## src/rtl/crt_char_timer.sv

```systemverilog
module crt_char_timer #(
  parameter int VARIANT = 0,
  parameter int MA_W    = 14,
  parameter int RA_W    = 5,
  parameter int HC_W    = 8,
  parameter int VC_W    = 7,
  parameter int SW_W    = 4
) (
  input  logic              clk,
  input  logic              rst,
  input  logic [HC_W-1:0]   h_total,
  input  logic [HC_W-1:0]   h_disp,
  input  logic [HC_W-1:0]   hs_pos,
  input  logic [2*SW_W-1:0] sync_w,
  input  logic [VC_W-1:0]   v_total,
  input  logic [VC_W-1:0]   v_disp,
  input  logic [VC_W-1:0]   vs_pos,
  input  logic [RA_W-1:0]   v_adj,
  input  logic [RA_W-1:0]   max_scan,
  input  logic [MA_W-1:0]   start_addr,
  input  logic [1:0]        skew_sel,
  output logic              disp_en,
  output logic              hsync,
  output logic              vsync,
  output logic [MA_W-1:0]   ma,
  output logic [RA_W-1:0]   ra
);

  localparam logic ZERO_HS = (VARIANT == 0) || (VARIANT == 1);
  localparam logic PROG_VS = (VARIANT == 0) || (VARIANT == 3);
  localparam logic SKEW_OK = PROG_VS;
  localparam logic [HC_W-1:0] HC_ONE = 1;
  localparam logic [VC_W-1:0] VC_ONE = 1;
  localparam logic [RA_W-1:0] RA_ONE = 1;
  localparam logic [MA_W-1:0] MA_ONE = 1;
  localparam logic [SW_W-1:0] SW_ONE = 1;

  logic [HC_W-1:0] cc, n_cc;
  logic [VC_W-1:0] lc, n_lc;
  logic [RA_W-1:0] n_ra;
  logic [MA_W-1:0] n_ma, line_addr, n_line, eol_addr, n_eol;
  logic [SW_W-1:0] hsc, n_hsc, vsc, n_vsc;
  logic [2:0]      shf, n_shf, skew_mask;
  logic hvis, n_hvis, lvis, n_lvis, adj, n_adj;
  logic n_hs, n_vs, n_de, frame_end;

  assign skew_mask = !SKEW_OK            ? 3'b001 :
                     (skew_sel == 2'd1)  ? 3'b010 :
                     (skew_sel == 2'd2)  ? 3'b100 : 3'b001;

  always_comb begin
    n_cc = cc;  n_lc = lc;  n_ra = ra;  n_ma = ma;
    n_line = line_addr;  n_eol = eol_addr;
    n_hvis = hvis;  n_lvis = lvis;  n_adj = adj;
    n_hs = hsync;  n_hsc = hsc;  n_vs = vsync;  n_vsc = vsc;
    frame_end = 1'b0;

    if (cc == h_disp) begin
      n_hvis = 1'b0;
      n_eol  = ma;
    end
    n_shf = {shf[1:0], n_hvis};
    n_de  = (|(n_shf & skew_mask)) && lvis;
    n_ma  = ma + MA_ONE;

    if (cc == h_total) begin
      n_cc = '0;
      if (vsync) begin
        n_vsc = vsc + SW_ONE;
        n_vs  = PROG_VS ? (n_vsc != sync_w[2*SW_W-1:SW_W]) : (n_vsc != '0);
      end
      if (adj) begin
        n_lc = lc + VC_ONE;
        if (n_lc == VC_W'(v_adj)) begin
          n_adj     = 1'b0;
          frame_end = 1'b1;
        end
      end else if (ra == max_scan) begin
        n_ra   = '0;
        n_line = n_eol;
        if (lc == v_total) begin
          if (v_adj != '0) begin
            n_lc  = '0;
            n_adj = 1'b1;
          end else begin
            frame_end = 1'b1;
          end
        end else begin
          n_lc = lc + VC_ONE;
          if (n_lc == vs_pos) begin
            n_vs  = 1'b1;
            n_vsc = '0;
          end
          if (n_lc == v_disp) n_lvis = 1'b0;
        end
      end else begin
        n_ra = ra + RA_ONE;
      end
      if (frame_end) begin
        n_lc   = '0;
        n_lvis = 1'b1;
        n_line = start_addr;
      end
      n_ma   = n_line;
      n_hvis = 1'b1;
    end else begin
      n_cc = cc + HC_ONE;
    end

    if (n_cc == hs_pos) begin
      n_hsc = '0;
      n_hs  = 1'b1;
    end
    if (n_hs) begin
      if (ZERO_HS) begin
        n_hs  = n_hsc != sync_w[SW_W-1:0];
        n_hsc = n_hsc + SW_ONE;
      end else begin
        n_hsc = n_hsc + SW_ONE;
        n_hs  = n_hsc != sync_w[SW_W-1:0];
      end
    end
  end

  always_ff @(posedge clk) begin
    if (rst) begin
      cc <= '0;  lc <= '0;  ra <= '0;
      ma <= start_addr;  line_addr <= start_addr;  eol_addr <= start_addr;
      hvis <= 1'b1;  lvis <= 1'b1;  adj <= 1'b0;  shf <= '0;
      hsync <= 1'b0;  hsc <= '0;  vsync <= 1'b0;  vsc <= '0;
      disp_en <= 1'b0;
    end else begin
      cc <= n_cc;  lc <= n_lc;  ra <= n_ra;
      ma <= n_ma;  line_addr <= n_line;  eol_addr <= n_eol;
      hvis <= n_hvis;  lvis <= n_lvis;  adj <= n_adj;  shf <= n_shf;
      hsync <= n_hs;  hsc <= n_hsc;  vsync <= n_vs;  vsc <= n_vsc;
      disp_en <= n_de;
    end
  end

endmodule

```

## config.mk

```make
export PLATFORM = sky130hd
export DESIGN_NAME = crt_char_timer
export DESIGN_NICKNAME = d
export VERILOG_FILES = /design/src/rtl/crt_char_timer.sv
export SDC_FILE = /design/constraint.sdc
export NUM_CORES = 1
export LEC_CHECK = 0
export BUFFER_PORTS_ARGS = -buffer_cell sky130_fd_sc_hd__buf_2
export CAP_MARGIN = 40
export CORE_ASPECT_RATIO = 1.5
export CORE_MARGIN = 8
export CORE_UTILIZATION = 60
export CTS_CLUSTER_SIZE = 30
export DETAILED_ROUTE_END_ITERATION = 12
export PLACE_DENSITY = 0.89
export SLEW_MARGIN = 10
export SYNTH_ARGS = -nofsm -noshare
export SYNTH_HDL_FRONTEND = slang
export SYNTH_SLANG_ARGS = --single-unit
```

## constraint.sdc

```tcl
create_clock -name clk -period 6.67 [get_ports clk]
set_input_delay 1.0005 -clock clk [delete_from_list [all_inputs] [get_ports clk]]
set_output_delay 1.0005 -clock clk [all_outputs]
set_load 0.02 [all_outputs]
```

==> results of run 1 <==
==> cell type report <==
cell class | instances | area share
Clock inverter | 7 | 0.00879
Tap cell | 105 | 0.0231
Sequential cell | 78 | 0.299
Clock buffer | 9 | 0.0395
Timing Repair Buffer | 108 | 0.103
Multi-Input combinational cell | 435 | 0.519
Inverter | 12 | 0.00791
==> path summary, 6_finish.rpt <==
path              endpoint  cells after the start  startpoint  slack (ns)
setup reg to reg    hsc[2]                     12       cc[0]        3.32
setup / recovery    hsc[2]                     13  h_total[7]        3.08
hold / removal        lvis                      2        lvis        0.46
hold reg to reg       lvis                      2        lvis        0.46
==> registers in the layout (all words and copies together) (netlist names) <==
signal,flops
eol_addr,14
hsc,4
hvis,1
lc,7
shf,2
ma,14
adj,1
disp_en,1
lvis,1
line_addr,14
hsync,1
vsc,4
vsync,1
ra,5
cc,8
==> worst min-delay path, cell delays in order (launching register included) <==
cell,delay [ns]
sky130_fd_sc_hd__dfxtp_1,0.32
sky130_fd_sc_hd__nand2_1,0.05
sky130_fd_sc_hd__nand2_1,0.05
==> routing by layer <==
metal	wire length, um	up-vias
met5	0	-
met4	386	0
met3	718	34
met2	6810	150
met1	4860	2134
li1	-	2135
==> through the flow <==
stage / hold slack, ns / power (W) / setup slack (ns) / utilization / instances
floorplan: 0.415 / 0.000643 / 3.59 / - / 554
global placement: 0.444 / 0.000699 / 2.74 / 0.674 / 734
detailed placement: 0.458 / 0.000710 / 2.76 / 0.681 / 738
CTS: 0.466 / 0.00115 / 3.12 / 0.716 / 754
global route: 0.468 / 0.00119 / 2.87 / 0.716 / 754
finish: 0.461 / 0.00115 / 3.08 / 0.716 / 754
==> cells by family after synthesis <==
family,share of synthesized area
fa+ha+maj,0.0206
xor+xnor,0.166
mux,0.0652
compound gates,0.166
flops,0.351
buf+inv,0.0412
simple gates,0.191
==> Yosys cell counts, types with 8 or more instances <==
master	n	share of area
sky130_fd_sc_hd__ha_1	8	0.021
sky130_fd_sc_hd__nor3_1	10	0.010
sky130_fd_sc_hd__nand2_1	37	0.029
sky130_fd_sc_hd__a21oi_1	69	0.071
sky130_fd_sc_hd__nor2_1	68	0.053
sky130_fd_sc_hd__edfxtp_1	14	0.087
sky130_fd_sc_hd__inv_1	12	0.0093
sky130_fd_sc_hd__nand3_1	13	0.013
sky130_fd_sc_hd__dfxtp_1	64	0.26
sky130_fd_sc_hd__mux2i_1	26	0.054
sky130_fd_sc_hd__and3_1	11	0.014
sky130_fd_sc_hd__a22o_1	11	0.020
sky130_fd_sc_hd__xnor2_1	33	0.060
sky130_fd_sc_hd__clkbuf_1	16	0.012
sky130_fd_sc_hd__xor2_1	48	0.087
==> report_power, final <==
part           internal (W)  leakage (nW)  switching [W]
clock network      0.000252         0.136       0.000196
logic             0.0000781          1.67      0.0000920
registers          0.000509         0.662      0.0000233
==> results_dict.tcl, run 1 <==
set metrics [dict create \
    period_share 0.539 \
    cts_setup_buffers 0 \
    most_frequent_standard_cell_in_the_layout_excluding_fill_and_tap_cells "sky130_fd_sc_hd__buf_2" \
    chipWidth_um 89.4 \
    totalNegativeSetupSlack_ns 0 \
    fp.dieH_um 126 \
    clock_sinks 78 \
    p_leak_nw 2.47 \
    multi_input_comb_area_mm2 0.00296 \
    routed_wl_mm 12.8 \
    syn_area_per_cell_um2 8.76 \
    ys.warnings.count 0 \
    synth-edff-count 14 \
    tritoncts "yes" \
    detailed_place_hpwl_mm 9.33 \
    setup_violations_final 0 \
    placement.cell_area_mm2 0.00542 \
    slew_headroom 0.387 \
    dr.pass1.iters 5 \
    grt.total_usage 0.230 \
    tightestPinTransition_ns 0.920 \
    avgRoutedWirePerCell_um 16.9 \
    slowest_stage_cell_on_the_critical_path "sky130_fd_sc_hd__and2_1" \
    period_minus_slack_ns 3.59 \
    drcViolationCount 0 \
    max_cap_violations 0 \
    required_ns 6.93 \
    skew_ns 0.00509 \
    cts-root-to-sink-buffers 2 \
    synth.distinct_cells 63 \
    drt.antenna.violating_nets 0 \
    largest_net_degree_at_the_start_of_global_routing 50 \
    grt_met3_usage 0.0482 \
    power-per-cell-area_mw_per_mm2 202 \
    worst_ep_arrival_time_ns 3.86 \
    fp-row-count 40 \
    n_antenna_cell 0 \
    power.ir.vdd_worst_mv 0.154 \
    grt_pass1_wl_mm 20.5 \
    run_status "complete, no violations" \
    drt_iter0_drc 361 \
    max_fo_critical_path 14 \
    cts.htree.levels 3 \
    cp_num_buf_inv 2 \
    cp_top_family "simple AND/OR/NAND/NOR gates" \
    antenna_found_initial 0 \
    fp.coreArea_mm2 0.00796 \
    post_synth_inst_count 554 \
    routed_via_density 5.91 \
    number_of_global_route_vias_before_repair 4502 \
    clkTransAtPathRegs_ns 0.06 \
    path_class "in -> reg" \
    cp_slowest_stage_delay_ns 0.57 \
    layout_common_cells "sky130_fd_sc_hd__buf_2 (102), sky130_fd_sc_hd__a21oi_1 (69), sky130_fd_sc_hd__nor2_1 (68), sky130_fd_sc_hd__dfxtp_1 (64), sky130_fd_sc_hd__xor2_1 (48)" \
    globalRoute.totalOverflow 0 \
    met2_usage 0.403 \
    cts_buffers 9 \
    holdCritPathClass "reg -> reg" \
    ys_async_sr_fraction 0 \
    routabilityCongestion 0.845 \
    final_net_count 733 \
    number_of_vias_in_the_routed_layout 4453 \
    synth_seq_cells 78 \
    post_route_cells_drive_above_1_share 0.217 \
    grt_setup_unrepaired "false" \
    postCtsHoldBufs 0 \
    fillers 588 \
    timing.critical_path.cells "buf_2 > xor2_1 > nor4_1 > and2_1 > buf_8 > a21oi_1 > o311ai_4 > and3_1 > nor2b_1 > ha_1 > nand2_1 > nand3b_1 > a31oi_1" \
    busiest_layer "met2" \
    area.sequential_mm2 0.00170 \
    synth.yosys.seq_area_share 0.351 \
    synthesis.area_mm2 0.00485 \
    stdcell_area_mm2 0.00570 \
    cp-end-kind "register" \
    port_buffers 102 \
    clkLatencyLatePin_ns 0.34 \
    grt_util_met1 0.243 \
    initial_core_utilization 0.610 \
    timing.fmax_ghz 0.278 \
    post_cts_resized 0 \
    clockRootBuffer "sky130_fd_sc_hd__clkbuf_16" \
    design.die.area_mm2 0.0113 \
    timing.critical_path.from_type "primary input" \
    area_delta_synth_final_pct 17.3 \
    report.final.slew_viol_count 0 \
    io-pin-count 103 \
    final_hold_viol_count 0 \
    syn_nets 643 \
    ys_dominant_reg_cell "sky130_fd_sc_hd__dfxtp_1" \
]
Power figures use the tool's default switching activity.
==> inputs of run 2 (changes only) <==
Settings changed: CORE_UTILIZATION 60 to 50, PLACE_DENSITY 0.89 to 0.79.
Clock period 6.67 ns to 3.1 ns, I/O delays scaled along.
==> results_dict.tcl, run 2 (synthesis results as in run 1) <==
set metrics [dict create \
    layout_common_cells "sky130_fd_sc_hd__buf_2 (102), sky130_fd_sc_hd__a21oi_1 (69), sky130_fd_sc_hd__nor2_1 (68), sky130_fd_sc_hd__dfxtp_1 (64), sky130_fd_sc_hd__xor2_1 (48)" \
    routed_wl_mm 12.7 \
    detailed_place_hpwl_mm 9.59 \
    drcViolationCount 0 \
    cts.htree.levels 3 \
    post_route_cells_drive_above_1_share 0.230 \
    slowest_stage_cell_on_the_critical_path "sky130_fd_sc_hd__or4b_1" \
    p_leak_nw 2.52 \
    cts-root-to-sink-buffers 2 \
    path_class "reg -> reg" \
    cp_slowest_stage_delay_ns 0.61 \
    drt.antenna.violating_nets 0 \
    design.die.area_mm2 0.0132 \
    fp-row-count 44 \
    power.ir.vdd_worst_mv 0.337 \
    largest_net_degree_at_the_start_of_global_routing 41 \
    avgRoutedWirePerCell_um 16.4 \
    tightestPinTransition_ns 0.431 \
    final_net_count 744 \
    ff2ff_setup_slack_ns 0.26 \
    fp.coreArea_mm2 0.00958 \
    initial_core_utilization 0.507 \
    period_share 0.917 \
    hold_start "start_addr[2]" \
    clkLatencyLatePin_ns 0.33 \
    run_status "complete, no violations" \
    fp.dieH_um 137 \
    report.final.slew_viol_count 0 \
    cts_buffers 9 \
    slew_headroom 0.713 \
    final_hold_viol_count 0 \
    clkTransAtPathRegs_ns 0.06 \
    clock_sinks 78 \
    port_buffers 102 \
    routabilityCongestion 0.911 \
    number_of_vias_in_the_routed_layout 4385 \
    grt_setup_unrepaired "false" \
    setup_violations_final 0 \
    drt_iter0_drc 194 \
    dr.pass1.iters 4 \
    number_of_global_route_vias_before_repair 4612 \
    timing.critical_path.from_type "register" \
    period_minus_slack_ns 2.84 \
    wl_met2_mm 6.84 \
    postCtsHoldBufs 0 \
    timing.fmax_ghz 0.352 \
    met3RoutedLength_um 637 \
    final_cell_count_no_fill 775 \
    post_cts_resized 0 \
    required_ns 3.36 \
    grt_pass1_wl_mm 20.4 \
    pre_cts_slack_ns 0.247 \
    antenna_found_initial 0 \
    worst_ep_arrival_time_ns 3.10 \
    totalNegativeSetupSlack_ns 0 \
    cts_setup_buffers 0 \
    met1_length_mm 4.96 \
    max_cap_violations 0 \
    largest_registers "eol_addr x14, line_addr x14, ma x14" \
    area_delta_synth_final_pct 18.9 \
    power-per-cell-area_mw_per_mm2 434 \
    n_antenna_cell 0 \
    finalWorstSetupSlack_ns 0.257 \
    clockRootBuffer "sky130_fd_sc_hd__clkbuf_16" \
    max_fo_critical_path 8 \
    timing.critical_path.cells "buf_4 > xor2_1 > nor4_1 > and2_1 > or4b_1 > o311ai_4 > and3_1 > nor2b_1 > ha_1 > nand2_1 > nand3b_1 > a31oi_1" \
    grt.total_usage 0.194 \
    chipWidth_um 96.4 \
    tritoncts "yes" \
    postLayoutCoreUtil 0.602 \
    globalRoute.totalOverflow 0 \
    routed_via_density 5.66 \
    skew_ns 0.00693 \
    post-place-cells 759 \
    cp-end-kind "register" \
    r2r-start "cc[0]" \
    most_frequent_standard_cell_in_the_layout_excluding_fill_and_tap_cells "sky130_fd_sc_hd__buf_2" \
    holdCritPathClass "in -> reg" \
    routed.top_layer "met4" \
    critPathLaunch "cc[0]" \
    io-pin-count 103 \
]
-- run 2: changes by cell type in the layout (fill, tap and decap cells not counted) --
| cell | delta |
|---|---|
| sky130_fd_sc_hd__buf_4 | +15 |
| sky130_fd_sc_hd__inv_4 | -1 |
| sky130_fd_sc_hd__clkinvlp_4 | +1 |
| sky130_fd_sc_hd__clkinv_2 | +2 |
| sky130_fd_sc_hd__buf_8 | -4 |
| sky130_fd_sc_hd__clkbuf_16 | +1 |
| sky130_fd_sc_hd__clkinv_4 | -3 |
-- run 2: path summary, 6_finish.rpt --
path	to	cells after the start
worst max-delay path	hsc[2]	12
worst min-delay path	ma[2]	2
worst max register to register	hsc[2]	12
worst min register to register	lvis	2
-- run 2: power breakdown --
group | leakage [nW] | switching [W] | internal [W]
clock | 0.139 | 0.000406 | 0.000584
combinational | 1.72 | 0.000202 | 0.000174
sequential | 0.662 | 0.0000439 | 0.00109
total | 2.52 | 0.000652 | 0.00185
-- run 2: layer usage --
metal | GRT usage | up-vias
met5 | 0 | -
met2 | 0.359 | 119
met1 | 0.201 | 2074
met3 | 0.0329 | 23
li1 | - | 2169
met4 | 0.0947 | 0
-- run 2: through the flow --
step	area, um2	hold WS [ns]	total power [W]
after floorplan	4850	0.415	0.00138
after global placement	5490	0.448	0.00152
after detailed placement	5490	0.444	0.00153
after CTS	5770	0.369	0.00252
after global routing	5770	0.392	0.00260
final	5770	0.378	0.00250
-- run 2: area by class of cell --
type,instances,area (um2)
clock buffer,10,250
clock inverter,6,35.0
fill,862,3810
inverter,12,45.0
multi-input combinational,435,2960
sequential,78,1700
tap,115,144
timing repair buffer,119,638
-- run 2: critical path: cells and delay by family (launching register included) --
| family | cells | cell delay [ns] |
|---|---|---|
| AO/OA/AOI/OAI | 2 | 0.29 |
| buffers and inverters | 1 | 0.20 |
| XOR/XNOR | 1 | 0.16 |
| flip-flops | 1 | 0.43 |
| adder cells (fa/ha/maj) | 1 | 0.22 |
| AND/OR/NAND/NOR | 7 | 1.46 |
==> inputs of run 3 (changes only) <==
Settings changed: MAX_ROUTING_LAYER set to met4.
==> results_dict.tcl, run 3 (synthesis results as in run 1) <==
set metrics [dict create \
    fillers 862 \
    holdCritPathClass "in -> reg" \
    p_seq_frac 0.454 \
    largest_net_degree_at_the_start_of_global_routing 41 \
    cts_setup_buffers 0 \
    design_power_total_w 0.00251 \
    design.die.area_mm2 0.0132 \
    grt_setup_unrepaired "false" \
    largest_registers "eol_addr x14, line_addr x14, ma x14" \
    routabilityCongestion 0.927 \
    routed_via_density 5.72 \
    run_status "complete, no violations" \
    cp_slowest_stage_delay_ns 0.60 \
    clock_sinks 78 \
    antenna_found_initial 0 \
    grt_pass1_wl_mm 20.4 \
    skew_ns 0.00692 \
    cts_buffers 9 \
    finalWorstSetupSlack_ns 0.264 \
    p_int_w 0.00185 \
    report.final.slew_viol_count 0 \
    fp.coreArea_mm2 0.00958 \
    max_fo_critical_path 8 \
    postLayoutCoreUtil 0.602 \
    clockRootBuffer "sky130_fd_sc_hd__clkbuf_16" \
    path_class "reg -> reg" \
    routed_wl_mm 12.7 \
    net-switching-power_w 0.000653 \
    cp-end-kind "register" \
    dr.pass1.iters 5 \
    totalNegativeSetupSlack_ns 0 \
    period_minus_slack_ns 2.84 \
    globalRoute.totalOverflow 0 \
    postCtsHoldBufs 0 \
    initial_core_utilization 0.507 \
    io-pin-count 103 \
    slew_headroom 0.713 \
    max_cap_violations 0 \
    clock_power_share 0.396 \
    clkLatencyLatePin_ns 0.34 \
    timing.fmax_ghz 0.353 \
    required_ns 3.36 \
    post_cts_resized 0 \
    area.sequential_mm2 0.00170 \
    worst_ep_arrival_time_ns 3.09 \
    fp.dieH_um 137 \
    detailed_place_hpwl_mm 9.59 \
    slowest_stage_cell_on_the_critical_path "sky130_fd_sc_hd__or4b_1" \
    cts.htree.levels 3 \
    tightestPinTransition_ns 0.431 \
    power.ir.vdd_worst_mv 0.337 \
    final_hold_viol_count 0 \
    p_sw_frac 0.261 \
    clkTransAtPathRegs_ns 0.06 \
    p_leak_nw 2.52 \
    timing.critical_path.from_type "register" \
    period_share 0.915 \
    hold_slack_ns 0.377 \
    number_of_global_route_vias_before_repair 4619 \
    post_route_cells_drive_above_1_share 0.230 \
    port_buffers 102 \
    grt.total_usage 0.200 \
    multi_input_comb_area_mm2 0.00296 \
    final_net_count 744 \
    proportion_of_power_drawn_by_combinational_gates 0.150 \
    most_frequent_standard_cell_in_the_layout_excluding_fill_and_tap_cells "sky130_fd_sc_hd__buf_2" \
    chipWidth_um 96.4 \
    setup_violations_final 0 \
    pre_cts_slack_ns 0.247 \
    drt.antenna.violating_nets 0 \
    tritoncts "yes" \
    n_antenna_cell 0 \
    power-per-cell-area_mw_per_mm2 434 \
    avgRoutedWirePerCell_um 16.4 \
    timing.critical_path.cells "buf_4 > xor2_1 > nor4_1 > and2_1 > or4b_1 > o311ai_4 > and3_1 > nor2b_1 > ha_1 > nand2_1 > nand3b_1 > a31oi_1" \
    layout_common_cells "sky130_fd_sc_hd__buf_2 (102), sky130_fd_sc_hd__a21oi_1 (69), sky130_fd_sc_hd__nor2_1 (68), sky130_fd_sc_hd__dfxtp_1 (64), sky130_fd_sc_hd__xor2_1 (48)" \
    fp-row-count 44 \
    area_delta_synth_final_pct 18.9 \
    drcViolationCount 0 \
    number_of_vias_in_the_routed_layout 4432 \
    cts-root-to-sink-buffers 2 \
    drt_iter0_drc 183 \
]
-- run 3: cell counts in the layout (fill, tap and decap cells not counted) --
No cell type changed its count.
-- run 3: area by class of cell --
type	instances	area share
flip-flops and latches	78	0.295
well taps	115	0.0249
inverters	12	0.00781
clock buffers	10	0.0434
repair buffers	119	0.111
clock inverters	6	0.00607
multi-input cells	435	0.512
-- run 3: stage by stage --
step	area, um2	cells
final	5770	775
after global routing	5770	775
after CTS	5770	775
after detailed placement	5490	759
after global placement	5490	759
after floorplan	4850	554
-- run 3: worst max-delay path, delay by kind of cell (launching register included) --
kind	cells	cell delay (ns)
xor gates and xnor gates	1	0.16
adders and majority gates	1	0.22
buffers and inverters	1	0.19
AOI/OAI and AO/OA	2	0.29
and+or+nand+nor	7	1.45
DFF	1	0.43
-- run 3: path summary, 6_finish.rpt --
kind            end     startpoint  cells past startpoint  slack, ns
max          hsc[2]          cc[0]                     12       0.26
min           ma[2]  start_addr[2]                      2       0.38
max reg2reg  hsc[2]          cc[0]                     12       0.26
min reg2reg    lvis           lvis                      2       0.46
-- run 3: power groups by stage --
stage	Combinational [W]	Sequential, W	Clock [W]
finish	0.000376	0.00114	0.000991
global route	0.000414	0.00115	0.00104
CTS	0.000377	0.00114	0.00100
detailed placement	0.000374	0.00116	0
global placement	0.000360	0.00116	0
floorplan	0.000209	0.00118	0
-- run 3: metal layers --
metal,track usage,share of wire
met2,0.358,0.54
met3,0.0302,0.044
met4,0.0947,0.022
met1,0.203,0.40
met5,-,0
